### config.mk
export PLATFORM = sky130hd
export DESIGN_NAME = narrow_write_regfile
export DESIGN_NICKNAME = d
export VERILOG_FILES = /design/src/rtl/nwr_pkg.sv /design/src/rtl/nwr_legal.sv /design/src/rtl/nwr_extend.sv /design/src/rtl/nwr_merge.sv /design/src/rtl/narrow_write_regfile.sv
export SDC_FILE = /design/constraint.sdc
export NUM_CORES = 2
export LEC_CHECK = 0
export ABC_AREA = 0
export BUFFER_PORTS_ARGS = -buffer_cell sky130_fd_sc_hd__clkbuf_2
export CAP_MARGIN = 15
export CORE_MARGIN = 10
export CORE_UTILIZATION = 25
export CTS_CLUSTER_DIAMETER = 60
export DETAILED_ROUTE_END_ITERATION = 6
export PLACE_DENSITY = 0.49
export SLEW_MARGIN = 30
export SYNTH_ARGS = -nofsm -noshare
export SYNTH_HDL_FRONTEND = slang
export SYNTH_SLANG_ARGS = --single-unit
### constraint.sdc
create_clock -name clk -period 2.6 [get_ports clk]
set_input_delay 0.39 -clock clk [delete_from_list [all_inputs] [get_ports clk]]
set_output_delay 0.39 -clock clk [all_outputs]
set_load 0.01 [all_outputs]
### src/rtl/nwr_pkg.sv
package nwr_pkg;

   localparam int unsigned BYTE_W   = 8;
   localparam int unsigned NUM_SRC  = 3;

   typedef enum logic [2:0] {
      WID_LO8 = 3'd0,
      WID_HI8 = 3'd1,
      WID_16  = 3'd2,
      WID_32  = 3'd3,
      WID_64  = 3'd4
   } wid_e;

   typedef enum logic [1:0] {
      EXT_KEEP = 2'd0,
      EXT_ZERO = 2'd1,
      EXT_SIGN = 2'd2
   } ext_e;

   typedef enum logic [1:0] {
      SRC_8  = 2'd0,
      SRC_16 = 2'd1,
      SRC_32 = 2'd2
   } srcw_e;

endpackage

### src/rtl/nwr_legal.sv
module nwr_legal
   import nwr_pkg::*;
#(
   parameter int unsigned NUM_REGS    = 16,
   parameter int unsigned HIBYTE_REGS = 4,
   parameter int unsigned IDX_W       = 4
)(
   input  logic [IDX_W-1:0] idx,
   input  logic [2:0]       wid,
   input  logic [1:0]       ext,
   input  logic [1:0]       src,
   output logic             ok
);

   logic idx_in_range;
   logic hib_in_range;
   logic wid_known;
   logic ext_known;
   logic hib_ok;
   logic ext_ok;
   logic src_narrower;

   assign idx_in_range = ({1'b0, idx} < (IDX_W+1)'(NUM_REGS));
   assign hib_in_range = ({1'b0, idx} < (IDX_W+1)'(HIBYTE_REGS));
   assign wid_known    = (wid <= WID_64);
   assign ext_known    = (ext != 2'd3);
   assign hib_ok       = (wid != WID_HI8) || hib_in_range;

   // source rank 0/1/2 against destination rank wid-1 (16->1, 32->2, 64->3)
   assign src_narrower = (src != 2'd3) && (({1'b0, src} + 3'd2) <= wid);

   always_comb begin
      if (ext == EXT_KEEP) begin
         ext_ok = 1'b1;
      end else begin
         ext_ok = (wid >= WID_16) && src_narrower;
      end
   end

   assign ok = idx_in_range & wid_known & ext_known & hib_ok & ext_ok;

endmodule

### src/rtl/nwr_extend.sv
module nwr_extend
   import nwr_pkg::*;
#(
   parameter int unsigned XLEN = 64
)(
   input  logic [XLEN-1:0] din,
   input  logic [1:0]      ext,
   input  logic [1:0]      src,
   output logic [XLEN-1:0] dout
);

   logic [XLEN-1:0] lane_zero [4];
   logic [XLEN-1:0] lane_sign [4];
   logic [1:0]      sel;

   for (genvar g = 0; g < int'(NUM_SRC); g++) begin : g_lane
      localparam int unsigned SW = BYTE_W << g;
      assign lane_zero[g] = {{(XLEN-SW){1'b0}}, din[SW-1:0]};
      assign lane_sign[g] = {{(XLEN-SW){din[SW-1]}}, din[SW-1:0]};
   end

   assign lane_zero[3] = '0;
   assign lane_sign[3] = '0;

   assign sel = (src > SRC_32) ? SRC_32 : src;

   always_comb begin
      unique case (ext)
         EXT_ZERO: dout = lane_zero[sel];
         EXT_SIGN: dout = lane_sign[sel];
         default:  dout = din;
      endcase
   end

endmodule

### src/rtl/nwr_merge.sv
module nwr_merge
   import nwr_pkg::*;
#(
   parameter int unsigned XLEN = 64
)(
   input  logic [XLEN-1:0]   old_val,
   input  logic [XLEN-1:0]   ext_val,
   input  logic [BYTE_W-1:0] byte_in,
   input  logic [2:0]        wid,
   output logic [XLEN-1:0]   new_val
);

   localparam int unsigned HALF = XLEN / 2;

   always_comb begin
      unique case (wid)
         WID_LO8: new_val = {old_val[XLEN-1:BYTE_W], byte_in};
         WID_HI8: new_val = {old_val[XLEN-1:2*BYTE_W], byte_in, old_val[BYTE_W-1:0]};
         WID_16:  new_val = {old_val[XLEN-1:16], ext_val[15:0]};
         WID_32:  new_val = {{HALF{1'b0}}, ext_val[HALF-1:0]};
         default: new_val = ext_val;
      endcase
   end

endmodule

### src/rtl/narrow_write_regfile.sv
module narrow_write_regfile
   import nwr_pkg::*;
#(
   parameter int unsigned NUM_REGS    = 16,
   parameter int unsigned XLEN        = 64,
   parameter int unsigned HIBYTE_REGS = 4,
   parameter int unsigned IDX_W       = $clog2(NUM_REGS)
)(
   input  logic             clk,
   input  logic             rst_n,
   input  logic             wr_en,
   input  logic [IDX_W-1:0] wr_idx,
   input  logic [2:0]       wr_width,
   input  logic [1:0]       wr_ext,
   input  logic [1:0]       wr_src,
   input  logic [XLEN-1:0]  wr_data,
   output logic             wr_illegal,
   input  logic [IDX_W-1:0] rd_idx0,
   output logic [XLEN-1:0]  rd_data0,
   input  logic [IDX_W-1:0] rd_idx1,
   output logic [XLEN-1:0]  rd_data1
);

   // elaboration-time parameter checks
   if (XLEN != 64) begin : g_bad_xlen
      $error("narrow_write_regfile: XLEN must be 64");
   end
   if (NUM_REGS < 2) begin : g_bad_regs
      $error("narrow_write_regfile: NUM_REGS must be at least 2");
   end
   if (HIBYTE_REGS > NUM_REGS) begin : g_bad_hib
      $error("narrow_write_regfile: HIBYTE_REGS exceeds NUM_REGS");
   end
   if ((1 << IDX_W) < NUM_REGS) begin : g_bad_idx
      $error("narrow_write_regfile: IDX_W too small for NUM_REGS");
   end

   logic [NUM_REGS-1:0][XLEN-1:0] regs_q;
   logic                          wr_ok;
   logic [XLEN-1:0]               ext_val;
   logic [XLEN-1:0]               old_val;
   logic [XLEN-1:0]               merged;

   function automatic logic [XLEN-1:0] pick(
      input logic [NUM_REGS-1:0][XLEN-1:0] arr,
      input logic [IDX_W-1:0]              i
   );
      if ({1'b0, i} < (IDX_W+1)'(NUM_REGS)) return arr[i];
      return '0;
   endfunction

   nwr_legal #(
      .NUM_REGS    (NUM_REGS),
      .HIBYTE_REGS (HIBYTE_REGS),
      .IDX_W       (IDX_W)
   ) i_legal (
      .idx (wr_idx),
      .wid (wr_width),
      .ext (wr_ext),
      .src (wr_src),
      .ok  (wr_ok)
   );

   nwr_extend #(.XLEN(XLEN)) i_extend (
      .din  (wr_data),
      .ext  (wr_ext),
      .src  (wr_src),
      .dout (ext_val)
   );

   assign old_val = pick(regs_q, wr_idx);

   nwr_merge #(.XLEN(XLEN)) i_merge (
      .old_val (old_val),
      .ext_val (ext_val),
      .byte_in (wr_data[BYTE_W-1:0]),
      .wid     (wr_width),
      .new_val (merged)
   );

   for (genvar r = 0; r < int'(NUM_REGS); r++) begin : g_reg
      logic            hit;
      logic [XLEN-1:0] q;

      assign hit = wr_en & wr_ok & (wr_idx == IDX_W'(r));

      always_ff @(posedge clk or negedge rst_n) begin
         if (!rst_n) begin
            q <= '0;
         end else if (hit) begin
            q <= merged;
         end
      end

      assign regs_q[r] = q;
   end

   assign wr_illegal = wr_en & ~wr_ok;
   assign rd_data0   = pick(regs_q, rd_idx0);
   assign rd_data1   = pick(regs_q, rd_idx1);

endmodule

## After elaboration in Yosys (flattened, before gate mapping)

Index checks and enable logic that the tools add are counted.

- Memory bits (read-only): 0
- Output and inout port bits: 129
- Register bits after elaboration: 1024
- Bits in latches: 0
- Memories: 0
- Memory bits (writable): 0
- Input port bits: 86
- Word-level logic and storage cells: 94

- Div/mod/pow operators: 0
- Reductions and logical operators: 6
- Mux-type cells: 16
- $lt $le $gt $ge: 9
- Add/sub/neg operators: 1
- Bitwise gates (word level): 23
- Equality and inequality tests: 23
- Multiply operators: 0
- Shift-type cells: 0

Operators by type and width:

| kind | number |
|---|---|
| $bmux 64 s4 | 3 |
| $mux 64 | 7 |
| $bmux 64 s2 | 2 |
| $pmux 64 s4 | 1 |
| $pmux 64 s2 | 1 |
| $eq 4x4->1 const B | 8 |
| $and 1x1->1 | 21 |
| $eq 4x3->1 const B | 4 |
| $lt 4x5->1 const B | 3 |
| $eq 4x2->1 const B | 2 |
| $eq 3x2->1 const B | 2 |
| $eq 4x1->1 const B | 1 |
| $logic_not 4->1 | 1 |
| $lt 4x3->1 const B | 1 |
| $ne 2x2->1 const B | 2 |
| $add 2x2->3 const B | 1 |
| $eq 3x1->1 const B | 1 |
| $ge 3x2->1 const B | 1 |
| $ge 3x3->1 const B | 1 |
| $le 3x3->1 | 1 |
| $le 3x3->1 const B | 1 |
| $logic_not 3->1 | 1 |
| $ne 3x1->1 const B | 1 |
| $not 2->3 | 1 |
| other kinds (9) | 10 |

## Logic depth before layout (Yosys ltp)

- Word-level depth: 8
- Gate-level depth with buffers: 12
- Gate-level depth less buffers: 7

## Cells and area by module

A second synthesis with hierarchy kept.

- Cell total of the unflattened synthesis: 4158
- Area total of the unflattened synthesis: 62291.0 um^2

Modules (own cells, without submodules):

| module | seq. area each (um^2) | times used | area an instance (um^2) | cells each |
|---|---|---|---|---|
| narrow_write_regfile | 25624.6 | 1 | 60264.0 | 3848 |
| nwr_merge | 0.0 | 1 | 1174.9 | 150 |
| nwr_extend | 0.0 | 1 | 726.9 | 142 |
| nwr_legal | 0.0 | 1 | 125.1 | 18 |

## Worst setup path after synthesis

OpenSTA, ideal clock, no wires.

- Path type: input to register
- Start point: input port wr_width[1]
- End point: register g_reg[9].q[25]
- Setup slack: -92 ps
- Data required time: 2475 ps
- Library setup time: 125 ps
- Path buffers: 4
- Arrival time: 2567 ps
- Stages: 11
- Cell sequence: buf_2 > inv_1 > ha_1 > nor2b_1 > or3_4 > buf_6 > a211oi_2 > and2_1 > buf_4 > buf_4 > mux2_2

- Cells in the longest elaborated chain, start to end: 7
- Elaborated cells between the ends (all ways): 18
- Classes of those cells: order compare: 3; eq/ne: 4; mux: 2; bitwise: 5; reduce/logical: 4

Ends and longest elaborated chain:

| element | line | source |
|---|---|---|
| start, declared | narrow_write_regfile.sv:13 | `input logic [2:0] wr_width,` |
| $le 3x3->1 | nwr_legal.sv:30 | `assign src_narrower = (src != 2'd3) && (({1'b0, src} + 3'd2) <= wid);` |
| $logic_and 1x1->1 | nwr_legal.sv:30 |  |
| $logic_and 1x1->1 | nwr_legal.sv:36 | `ext_ok = (wid >= WID_16) && src_narrower;` |
| $mux 1 | nwr_legal.sv:33 | `if (ext == EXT_KEEP) begin` |
| $and 1x1->1 | nwr_legal.sv:40 | `assign ok = idx_in_range & wid_known & ext_known & hib_ok & ext_ok;` |
| $and 1x1->1 (2 in series) | narrow_write_regfile.sv:85 | `assign hit = wr_en & wr_ok & (wr_idx == IDX_W'(r));` |
| end signal, assigned | narrow_write_regfile.sv:91 | `q <= merged;` |
| end, declared | narrow_write_regfile.sv:83 | `logic [XLEN-1:0] q;` |

Parallel ways exist; a longest one is shown, timed or not.
A chain may end at the register's enable or synchronous reset.

## Final worst setup path

- Start point: register g_reg[15].q[63]
- End point: output port rd_data1[63]

- Cells in the longest elaborated chain, start to end: 2

Ends and longest elaborated chain:

| element | line | source |
|---|---|---|
| start, declared | narrow_write_regfile.sv:83 |  |
| start signal, assigned | narrow_write_regfile.sv:91 |  |
| $bmux 64 s4 | narrow_write_regfile.sv:48 | `if ({1'b0, i} < (IDX_W+1)'(NUM_REGS)) return arr[i];` |
| $mux 64 (not written as such) | narrow_write_regfile.sv:48 |  |
| end, declared | narrow_write_regfile.sv:21 | `output logic [XLEN-1:0] rd_data1` |

No other way between the ends. The select of a mux whose other input is x is not followed.

==> impl_metrics.tcl <==
set metrics [dict create \
    run_status "finished, violations left" \
    violations "setup timing" \
    multi_input_area_sq_mm 0.0346 \
    place_hpwl_um 175000 \
    layout.area.seq_sq_mm 0.0256 \
    die_area_sq_mm 0.272 \
    route.detailed.drc 0 \
    root_buffer "clkbuf_16" \
    rows 184 \
    cts.sinks 1024 \
    cts_tree "done" \
    dr.pass1.iters 6 \
    clkTransAtPathRegs_ns 0.06 \
    cts_buffer_depth 3 \
    top_register "g.q" \
    hp-class "input pin to asynchronous set/reset pin" \
    drt_iter0_markers 5266 \
    critPathCapture "rd_data1[63]" \
    wl_per_cell_um 28.6 \
    drive_gt1_share_pct 41.3 \
    yosys.area.top_type "dfrtp_1" \
    crit_path_end_kind "output port" \
    gp_congestion 0.856 \
    insertion_delay_ns 0.83 \
    timing.final.ws_setup_ns -0.325 \
    synth-edff-count 0 \
    drv_slew 0 \
    drt-vias-per-instance 5.59 \
    startpoint "g_reg[15].q[63]" \
    reg.largest.list "g.q: 1024 flops" \
    tightest_slew_ns 0.866 \
    synth-async-reset-ratio_pct 100 \
    hold_violations 0 \
    rsz0062_at_grt "true" \
    antenna_found_initial 7 \
    syn-instance-count 5093 \
    cp_max_fo 4 \
    synth_seq_area_share_pct 40.7 \
    largest_register_ffs 1024 \
    die_width_um 522 \
    synth_area_sq_mm 0.0629 \
    reg2reg_to "g_reg[5].q[26]" \
    grt_pass1_vias 52000 \
    r2r_setup_slack_ns 0.37 \
    fin_crit_sh_pct 113 \
    fill_cells 25000 \
    ys_ff_latch 1024 \
    startpoint_type "register" \
    grt_max_degree 89 \
    ir_worst_vdd_v 0.000681 \
    htree_num_levels 4 \
    setup_viol 128 \
    synth_nets 5186 \
    p_per_area_mw_per_mm2 754 \
    synth_top_area_share_pct 40.7 \
    final_antenna_net_count 0 \
    max_slew_margin_pct 42.0 \
    reg2reg_depth 6 \
    finalNetCount 5796 \
    worstPathArrival_ns 2.54 \
    synth_area_per_cell_sq_um 12.4 \
    grt_use_total_pct 18.6 \
    yosysWarnings 0 \
    core_sq_mm 0.251 \
    dp_slack_ns -0.498 \
    skew_ns 0.0337 \
    synthDistinctLibCells 69 \
    initial_utilization_pct 25.1 \
    path_class "register to output port" \
    r2r-start "g_reg[0].q[26]" \
    required_ns 2.21 \
    ys.flop_type "dfrtp_1" \
    fmax_mhz 342 \
    vias 51200 \
    period_needed_ns 2.93 \
    port-buffer-count 214 \
    gr-total-overflow 0 \
    maxCapViolCount 0 \
    grt_pass1_wl_um 379000 \
    synth_area_leaders "dfrtp_1 41%, mux4_2 27%, a21oi_1 9.0%" \
    syn2layout_area_growth_pct 27.7 \
    routed_wl_um 262000 \
    die_y_um 522 \
    leakage_uw 0.0334 \
    numCtsBuffers 132 \
    ioPinCount 215 \
    holdWs_ns 0.109 \
]
[cell usage in the layout (no fill, tap or decap), types with 14 or more instances in the layout]
master	instances
nor4_1	16
a22oi_1	107
nor2_1	333
nor2b_1	20
buf_8	25
a32oi_1	32
a31oi_1	20
a21oi_1	1132
clkbuf_8	24
clkbuf_2	121
a31oi_2	14
buf_4	571
mux4_2	768
a211oi_1	16
mux2_2	225
o21ai_0	136
mux2i_1	198
nand2_1	140
clkinv_2	22
a31oi_4	17
dfrtp_1	1017
buf_6	65
nand3_1	91
a22o_1	16
inv_1	21
clkbuf_1	24
buf_12	267
nand4_1	28
clkbuf_16	133
a31o_2	15
[stage by stage]
stage / TNS (ns) / area (sq um) / utilization, % / std cells / power, uW
global route: -33.53 / 80300 / 32.0 / 9162 / 63400
finish: -26.75 / 80300 / 32.0 / 9164 / 60600
floorplan: -0.0276 / 63000 / - / 5093 / 33400
global placement: -320.39 / 73800 / 29.4 / 8721 / 39600
CTS: -34.27 / 79300 / 31.6 / 9073 / 60000
detailed placement: -334.19 / 73800 / 29.4 / 8721 / 40100
[routing by layer]
metal	vias to the layer above	global-route usage, %	part of all wire [%]
met1	26900	23.6	39
li1	21100	-	-
met4	2	9.64	5.8
met3	678	4.14	7.9
met2	2546	29.9	47
met5	-	0	0.0050
[critical path: stages, from the launching register on]
cell     delay [ns]
dfrtp_1        0.41
mux4_2         0.51
mux4_2         0.63
buf_6          0.18
[power breakdown]
part / switching [uW] / total [uW] / internal [uW]
Combinational: 8250 / 18500 / 10200
Clock: 7960 / 19000 / 11000
Sequential: 3650 / 23200 / 19500
Total: 19900 / 60600 / 40700
[cell type report]
| cell class | instances | area share, % |
|---|---|---|
| Multi-Input combinational cell | 3471 | 43.0 |
| Sequential cell | 1024 | 31.9 |
| Timing Repair Buffer | 1052 | 14.2 |
| Tap cell | 3348 | 5.21 |
| Clock buffer | 180 | 4.65 |
| Clock inverter | 61 | 0.905 |
| Inverter | 22 | 0.103 |
| Antenna cell | 6 | 0.0187 |
[worst min-delay path by stage]
stage | startpoint | end | depth (start not counted)
after floorplan | rst_n | g_reg[0].q[0] | 0
after global placement | rst_n | g_reg[15].q[59] | 1
after detailed placement | rst_n | g_reg[12].q[59] | 1
after CTS | rst_n | g_reg[12].q[1] | 2
after global routing | rst_n | g_reg[5].q[3] | 2
final | rst_n | g_reg[12].q[59] | 2
[cells in the mapped netlist (17+ instances only)]
library cell  count
a21oi_1        1134
dfrtp_1        1024
mux4_2          768
nor2_1          336
clkbuf_1        252
mux2_2          228
mux2i_1         198
buf_2           173
nand2_1         140
o21ai_0         136
a22oi_1         107
nand3_1          91
buf_4            88
buf_1            42
a32oi_1          32
nand4_1          28
nor2b_1          26
inv_1            22
and2_1           21
buf_6            21
a31oi_1          20
a31oi_4          17
nor4_1           17
[cells by family after synthesis]
logic type	after synthesis	synth area share, %
flops	1024	40.7
compound gates	1572	14.7
buf+inv	598	4.69
mux	1196	34.8
simple gates	696	5.02
fa+ha+maj	7	0.139
[repair_timing]
action | 4_1_cts | 5_1_grt
gates resized for setup | 37 | 174
pin swaps | 0 | 1
endpoints found under the setup margin | 129 | 129
cloned | 0 | 0
endpoints found under the hold margin | 415 | 0
hold buffers | 1 | 0
buffers inserted | 110 | 84
(Power assumes the default switching activity.)
